--- src/rtl/iwdt_pkg.sv ---
// Shared constants, register addresses and the divider decode for the
// key-protected watchdog. Assumes a 16-bit register data path.
package iwdt_pkg;

    localparam int DATA_W = 16;
    localparam int ADDR_W = 2;
    localparam int DIV_W  = 7;

    localparam logic [DATA_W-1:0] KEY_UNLOCK = 16'h5555;
    localparam logic [DATA_W-1:0] KEY_FEED   = 16'hAAAA;
    localparam logic [DATA_W-1:0] KEY_START  = 16'hCCCC;

    localparam logic [ADDR_W-1:0] A_KEY    = 2'd0;
    localparam logic [ADDR_W-1:0] A_DIV    = 2'd1;
    localparam logic [ADDR_W-1:0] A_RELOAD = 2'd2;
    localparam logic [ADDR_W-1:0] A_STAT   = 2'd3;

    typedef enum logic [1:0] {
        WD_IDLE = 2'd0,
        WD_RUN  = 2'd1,
        WD_DONE = 2'd2
    } wd_state_e;

    // Divider ratio for a 3-bit code; codes at or above 4 saturate at 64.
    function automatic logic [DIV_W-1:0] div_of_code(input logic [2:0] code);
        logic [DIV_W-1:0] r;
        if (code >= 3'd4) r = 7'd64;
        else              r = 7'd4 << code;
        return r;
    endfunction

endpackage

--- src/rtl/iwdt_keyctl.sv ---
// Key decoder and lifecycle state. Turns key-register writes into start and
// feed pulses, tracks the configuration lock, and moves idle -> run -> done.
// Assumes expire is a single-cycle pulse from the counter.
module iwdt_keyctl
    import iwdt_pkg::*;
(
    input  logic              clk,
    input  logic              rst_n,
    input  logic              key_wr,
    input  logic [DATA_W-1:0] key_val,
    input  logic              expire,
    output logic              unlocked,
    output logic              start_p,
    output logic              feed_p,
    output wd_state_e         state
);

    // Decode the key only for actions legal in the current state.
    always_comb begin
        start_p = key_wr && (key_val == KEY_START) && (state == WD_IDLE);
        feed_p  = key_wr && (key_val == KEY_FEED)  && (state == WD_RUN);
    end

    // Lock flag: set by the unlock key, cleared by any other key value.
    always_ff @(posedge clk) begin
        if (!rst_n)      unlocked <= 1'b0;
        else if (key_wr) unlocked <= (key_val == KEY_UNLOCK);
    end

    // Lifecycle: start leaves idle, expiry ends running, done is terminal.
    always_ff @(posedge clk) begin
        if (!rst_n) begin
            state <= WD_IDLE;
        end else begin
            unique case (state)
                WD_IDLE: if (start_p) state <= WD_RUN;
                WD_RUN:  if (expire)  state <= WD_DONE;
                default: state <= WD_DONE;
            endcase
        end
    end

endmodule

--- src/rtl/iwdt_cfg.sv ---
// Divider and reload configuration registers with write protection. A
// divider write becomes active only after SYNC_CYCLES cycles, and busy is
// high meanwhile. The reload value is used as soon as it is written.
module iwdt_cfg
    import iwdt_pkg::*;
#(
    parameter int CNT_W       = 12,
    parameter int PR_W        = 3,
    parameter int SYNC_CYCLES = 3
) (
    input  logic              clk,
    input  logic              rst_n,
    input  logic              unlocked,
    input  logic              div_wr,
    input  logic              rl_wr,
    input  logic [DATA_W-1:0] wr_data,
    output logic [PR_W-1:0]   pr_q,
    output logic [CNT_W-1:0]  rl_q,
    output logic [DIV_W-1:0]  div_act,
    output logic              busy
);

    localparam int SW = $clog2(SYNC_CYCLES + 1);
    localparam logic [SW-1:0] SYNC_LOAD = SW'(SYNC_CYCLES);

    logic [SW-1:0] sync_q;
    logic          div_ok;
    logic          rl_ok;

    // Protected write enables.
    always_comb begin
        div_ok = div_wr && unlocked;
        rl_ok  = rl_wr  && unlocked;
        busy   = (sync_q != '0);
    end

    // Divider code register and its update-delay counter.
    always_ff @(posedge clk) begin
        if (!rst_n) begin
            pr_q    <= '0;
            sync_q  <= '0;
            div_act <= div_of_code(3'd0);
        end else if (div_ok) begin
            pr_q   <= wr_data[PR_W-1:0];
            sync_q <= SYNC_LOAD;
        end else if (sync_q != '0) begin
            sync_q <= sync_q - 1'b1;
            if (sync_q == SW'(1)) div_act <= div_of_code(pr_q);
        end
    end

    // Reload register, full scale after reset.
    always_ff @(posedge clk) begin
        if (!rst_n)     rl_q <= '1;
        else if (rl_ok) rl_q <= wr_data[CNT_W-1:0];
    end

endmodule

--- src/rtl/iwdt_count.sv ---
// Prescaler and down-counter. Counts only while running and not frozen;
// start restarts the prescaler, feed reloads only the counter. The counter
// expires on a prescaler tick at zero and raises a one-cycle reset request.
module iwdt_count
    import iwdt_pkg::*;
#(
    parameter int CNT_W = 12
) (
    input  logic             clk,
    input  logic             rst_n,
    input  logic             running,
    input  logic             freeze,
    input  logic             start_p,
    input  logic             feed_p,
    input  logic [CNT_W-1:0] rl,
    input  logic [DIV_W-1:0] div,
    output logic [CNT_W-1:0] cnt_q,
    output logic             expire,
    output logic             rst_req
);

    logic [DIV_W-1:0] pre_q;
    logic             cnt_en;
    logic             tick;

    // Tick when the prescaler reaches the last step of the active ratio.
    always_comb begin
        cnt_en = running && !freeze;
        tick   = cnt_en && (pre_q >= div - 7'd1);
        expire = tick && (cnt_q == '0) && !feed_p;
    end

    // Prescaler phase.
    always_ff @(posedge clk) begin
        if (!rst_n)      pre_q <= '0;
        else if (start_p) pre_q <= '0;
        else if (tick)    pre_q <= '0;
        else if (cnt_en)  pre_q <= pre_q + 1'b1;
    end

    // Down-counter: load on start or feed, step on each tick.
    always_ff @(posedge clk) begin
        if (!rst_n)                    cnt_q <= '1;
        else if (start_p || feed_p)    cnt_q <= rl;
        else if (tick && cnt_q != '0)  cnt_q <= cnt_q - 1'b1;
    end

    // Registered one-cycle reset request.
    always_ff @(posedge clk) begin
        if (!rst_n) rst_req <= 1'b0;
        else        rst_req <= expire;
    end

endmodule

--- src/rtl/iwdt_top.sv ---
// Top of the key-protected watchdog: register decode, read mux and wiring of
// key control, configuration and counter. Single clock; the register port is
// assumed to be already in the watchdog clock domain.
module iwdt_top
    import iwdt_pkg::*;
#(
    parameter int CNT_W       = 12,
    parameter int PR_W        = 3,
    parameter int SYNC_CYCLES = 3
) (
    input  logic              clk,
    input  logic              rst_n,
    input  logic              wr_en,
    input  logic [ADDR_W-1:0] wr_addr,
    input  logic [DATA_W-1:0] wr_data,
    input  logic [ADDR_W-1:0] rd_addr,
    output logic [DATA_W-1:0] rd_data,
    input  logic              stop_on_dbg,
    input  logic              dbg_halt,
    output logic              active,
    output logic              rst_req
);

    logic             key_wr, div_wr, rl_wr;
    logic             unlocked, start_p, feed_p, expire, busy, freeze;
    wd_state_e        state;
    logic [PR_W-1:0]  pr_q;
    logic [CNT_W-1:0] rl_q, cnt_q;
    logic [DIV_W-1:0] div_act;

    // Write address decode and freeze condition.
    always_comb begin
        key_wr = wr_en && (wr_addr == A_KEY);
        div_wr = wr_en && (wr_addr == A_DIV);
        rl_wr  = wr_en && (wr_addr == A_RELOAD);
        freeze = stop_on_dbg && dbg_halt;
        active = (state == WD_RUN);
    end

    iwdt_keyctl u_key (
        .clk(clk), .rst_n(rst_n), .key_wr(key_wr), .key_val(wr_data),
        .expire(expire), .unlocked(unlocked), .start_p(start_p),
        .feed_p(feed_p), .state(state)
    );

    iwdt_cfg #(.CNT_W(CNT_W), .PR_W(PR_W), .SYNC_CYCLES(SYNC_CYCLES)) u_cfg (
        .clk(clk), .rst_n(rst_n), .unlocked(unlocked), .div_wr(div_wr),
        .rl_wr(rl_wr), .wr_data(wr_data), .pr_q(pr_q), .rl_q(rl_q),
        .div_act(div_act), .busy(busy)
    );

    iwdt_count #(.CNT_W(CNT_W)) u_cnt (
        .clk(clk), .rst_n(rst_n), .running(active), .freeze(freeze),
        .start_p(start_p), .feed_p(feed_p), .rl(rl_q), .div(div_act),
        .cnt_q(cnt_q), .expire(expire), .rst_req(rst_req)
    );

    // Read mux; the key register reads as zero.
    always_comb begin
        rd_data = '0;
        unique case (rd_addr)
            A_DIV:    rd_data[PR_W-1:0]  = pr_q;
            A_RELOAD: rd_data[CNT_W-1:0] = rl_q;
            A_STAT:   rd_data[0]         = busy;
            default:  rd_data = '0;
        endcase
    end

endmodule

--- config.mk ---
export PLATFORM = sky130hd
export DESIGN_NAME = iwdt_top
export DESIGN_NICKNAME = d
export VERILOG_FILES = /design/src/rtl/iwdt_pkg.sv /design/src/rtl/iwdt_keyctl.sv /design/src/rtl/iwdt_cfg.sv /design/src/rtl/iwdt_count.sv /design/src/rtl/iwdt_top.sv
export SDC_FILE = /design/constraint.sdc
export NUM_CORES = 1
export LEC_CHECK = 0
export BUFFER_PORTS_ARGS = -buffer_cell sky130_fd_sc_hd__buf_2
export CORE_ASPECT_RATIO = 1.4
export CORE_MARGIN = 8
export CORE_UTILIZATION = 45
export DETAILED_ROUTE_END_ITERATION = 8
export PLACE_DENSITY = 0.7
export SYNTH_ARGS = -nofsm -noshare
export SYNTH_HDL_FRONTEND = slang
export SYNTH_SLANG_ARGS = --single-unit
--- constraint.sdc ---
create_clock -name clk -period 5 [get_ports clk]
set_input_delay 1 -clock clk [delete_from_list [all_inputs] [get_ports clk]]
set_output_delay 1 -clock clk [all_outputs]
set_load 0.02 [all_outputs]
==> impl_metrics.csv <==
group,metric,value,unit
status,status,"finished clean",
placed_design,placed_cell_area,0.00275,mm²
timing,skew,0.00912,ns
routing,post-route-drc-count,0,
clocking,htreeDepth,2,
worst_setup_path,cp-end-kind,"primary output",
power_and_ir_drop,power.switching,0.000201,W
timing,max_freq,331,MHz
finish,syn_to_final_growth,11.9,%
finish,nets,375,
clocking,insertion_delay,0.30,ns
global_routing,overflow,0,
finish,diodes,0,
global_routing,grt_pass1_wl,9890,µm
clocking,clk_pin_slew_worst_paths,0.09,ns
power_and_ir_drop,power_density,263,mW/mm²
timing,rsz0062_at_grt,"false",
timing,fin_setup_tns,0,ns
clocking,cts_root_buf,"clkbuf_8",
global_routing,track_usage,14.1,%
floorplan,ios,43,
worst_setup_path,cp_slowest_cell,"ha_1",
power_and_ir_drop,p_int,0.000550,W
power_and_ir_drop,total_power,0.000751,W
timing,setup_viol,0,
placed_design,io_buffers,38,
routing,wl_per_cell,13.6,µm
finish,drive_gt1_share,16.0,%
floorplan,core_area,0.00549,mm²
timing,final_hold_viol_count,0,
timing,slew_violations,0,
clocking,cts_tree,"built",
floorplan,die_y,105,µm
synthesis,synthCells,304,
worst_setup_path,crit_family,"adder cells",
routing,vias,2177,
worst_setup_path,crit_fanout,12,
synthesis,synth_edf_count,0,
worst_setup_path,path_buf_inv,3,
routing,highest_layer,"met4",
synthesis,synth.avg_cell_area,8.39,µm²
finish,multi_input_area,0.00154,mm²
synthesis,synthArstFlopShare,0,%
synthesis,synth_area_leaders,"dfxtp_1 35%, ha_1 6.9%, nand2_1 6.2%, nand3_1 3.5%, nor2_1 3.4%",
synthesis,yosysSeqAreaShare,35.3,%
clocking,post_cts_buffers,0,
routing,drtIter0Drc,62,
worst_hold_path,hp-class,"flip-flop to flip-flop",
synthesis,synth_ff_type,"dfxtp_1",
floorplan,die-area,0.00837,mm²
synthesis,syn-cell-area,0.00255,mm²
floorplan,rows,32,
synthesis,synth_cell_types,53,
clocking,cts-buffers-inserted,5,
routing,wl_met1,2480,µm
power_and_ir_drop,combPwrFrac,16.3,%
worst_setup_path,cp-start-kind,"input port",
synthesis,synth_largest_area_cell,"dfxtp_1",
worst_setup_path,worstPathArrival,2.02,ns
timing,relSlewSlack,51.7,%
routing,dr_wl_met3,164,µm
job,cap_violations,0,
clocking,holdBufCountCts,0,
clocking,cts_buffer_depth,2,
global_routing,antenna_found_initial,0,
finish,finalInstanceArea,0.00285,mm²
finish,regArea,901,µm²
floorplan,initial_utilization,46.5,%
worst_setup_path,worst_ep_required_time,4.00,ns
worst_setup_path,max_stage_delay,0.33,ns
global_routing,grt_max_degree,42,
placed_design,post-place-ws,1.95,ns
timing,postLayoutSetupSlackWorst,1.98,ns
timing,finalCriticalPeriod,3.02,ns
clocking,cts_resized,0,
routing,drtPass1Iterations,4,
routing,wl_met2,2770,µm
worst_setup_path,critPathKind,"input port to primary output",
floorplan,die_x,79.6,µm
placed_design,gp_congestion,0.746,
timing,fin_crit_sh,60.5,%
global_routing,grt_pass1_vias,2326,
power_and_ir_drop,switching_share,26.7,%
synthesis,synth.most_common_cell,"dfxtp_1",
routing,routed_wl,5500,µm
power_and_ir_drop,seqPwrFrac,49.6,%
synthesis,yosys_warnings,0,
clocking,clock_sinks,45,
synthesis,yosysTopAreaCellShare,35.3,%
synthesis,synth-seq-cells,45,
routing,routed_via_density,5.38,
synthesis,synth_common_cells,"45 x dfxtp_1, 42 x nand2_1, 23 x nor2_1",
worst_setup_path,crit_top_cell,"buf_2",
routing,ant_nets,0,
power_and_ir_drop,p_leak,1.22,nW
power_and_ir_drop,clkPwrFrac,34.0,%
power_and_ir_drop,ir_drop,0.186,mV
placed_design,dp_hpwl,4200,µm
finish,fillers,534,
timing,tightest_slew,0.725,ns
worst_setup_path,worstPathCellList,"buf_2, inv_1, ha_1, a222oi_1, nor2_1, buf_2",
## per-layer routing
layer  track usage (%)  up-vias
met5                 0        -
met4              4.65        0
met3              3.00        8
met2              25.2       40
met1              15.6      988
li1                  -     1141
## final timing paths
check	end	slack, ns	cells past startpoint	start
setup / recovery	rd_data[0]	1.98	6	rd_addr[0]
hold / removal	u_cfg.rl_q[3]	0.48	2	u_cfg.rl_q[3]
setup reg to reg	u_cnt.pre_q[1]	2.38	10	u_cfg.div_act[2]
hold reg to reg	u_cfg.rl_q[3]	0.48	2	u_cfg.rl_q[3]
## area by class of cell
cell class | instances | share of cell area, %
repair buffers | 38 | 6.66
clock inverters | 1 | 0.307
well taps | 68 | 2.98
multi-input cells | 236 | 53.8
clock buffers | 7 | 3.38
flip-flops and latches | 45 | 31.6
inverters | 10 | 1.32
## worst reg2reg max path, stage by stage, from the launching register on
cell and delay [ns]:
dfxtp_1 0.40, inv_1 0.06, ha_1 0.22, nand2_1 0.08, xor2_1 0.15, ha_1 0.26
a21oi_1 0.14, o21a_1 0.52, nand2b_1 0.25, nand3_1 0.27, a21oi_1 0.21
## placed cells by master, fill, tap and decap left out, types with 3 or more instances in the layout
cell      instances
xor2_1            5
nand4b_1          4
nor4b_1           3
buf_2            38
nor2b_1           9
nand3_1          18
nor4_1            3
nand2_1          42
or2_2             3
nor2_1           23
inv_1            10
mux2i_1           5
nor4bb_1          5
xnor2_1           7
and2_1           13
a21o_1            3
conb_1            4
dfxtp_1          45
o41ai_1           6
nand3b_1          3
clkbuf_8          7
o21ai_0          10
or3_1             4
ha_1             14
a21boi_0          4
a21oi_1          10
o21a_1            3
nand4_1           3
## sequential cells by signal, indices dropped and copies added (netlist names)
register        cells
u_cnt.cnt_q        12
u_cnt.pre_q         7
u_cfg.rl_q         12
u_cfg.pr_q          3
u_key.unlocked      1
u_cnt.rst_req       1
u_cfg.sync_q        2
u_cfg.div_act       5
u_key.state         2
## cell families after synthesis
kind of cell	count (synthesis)	share of synthesized area [%]
AO/OA/AOI/OAI	54	14.7
XOR/XNOR	12	4.12
adder cells (fa/ha/maj)	14	6.87
buffers and inverters	26	4.91
flip-flops	45	35.3
multiplexers	6	2.40
other	1	0.147
AND/OR/NAND/NOR	146	31.5
## per-stage QoR
stage / hold WS [ns] / utilization (%) / std cells
final: 0.485 / 52.0 / 405
after floorplan: 0.455 / - / 307
after detailed placement: 0.475 / 50.1 / 397
after global placement: 0.467 / 50.1 / 397
after global routing: 0.510 / 52.0 / 405
after CTS: 0.488 / 52.0 / 405
## power by group through the flow
stage | Clock (W) | Sequential, W | Combinational (W)
after global routing | 0.000273 | 0.000375 | 0.000140
after detailed placement | 0 | 0.000382 | 0.000124
after CTS | 0.000261 | 0.000373 | 0.000125
after global placement | 0 | 0.000381 | 0.000120
after floorplan | 0 | 0.000380 | 0.0000922
final | 0.000256 | 0.000373 | 0.000122
Note: power is estimated with default switching activity, not from simulation.
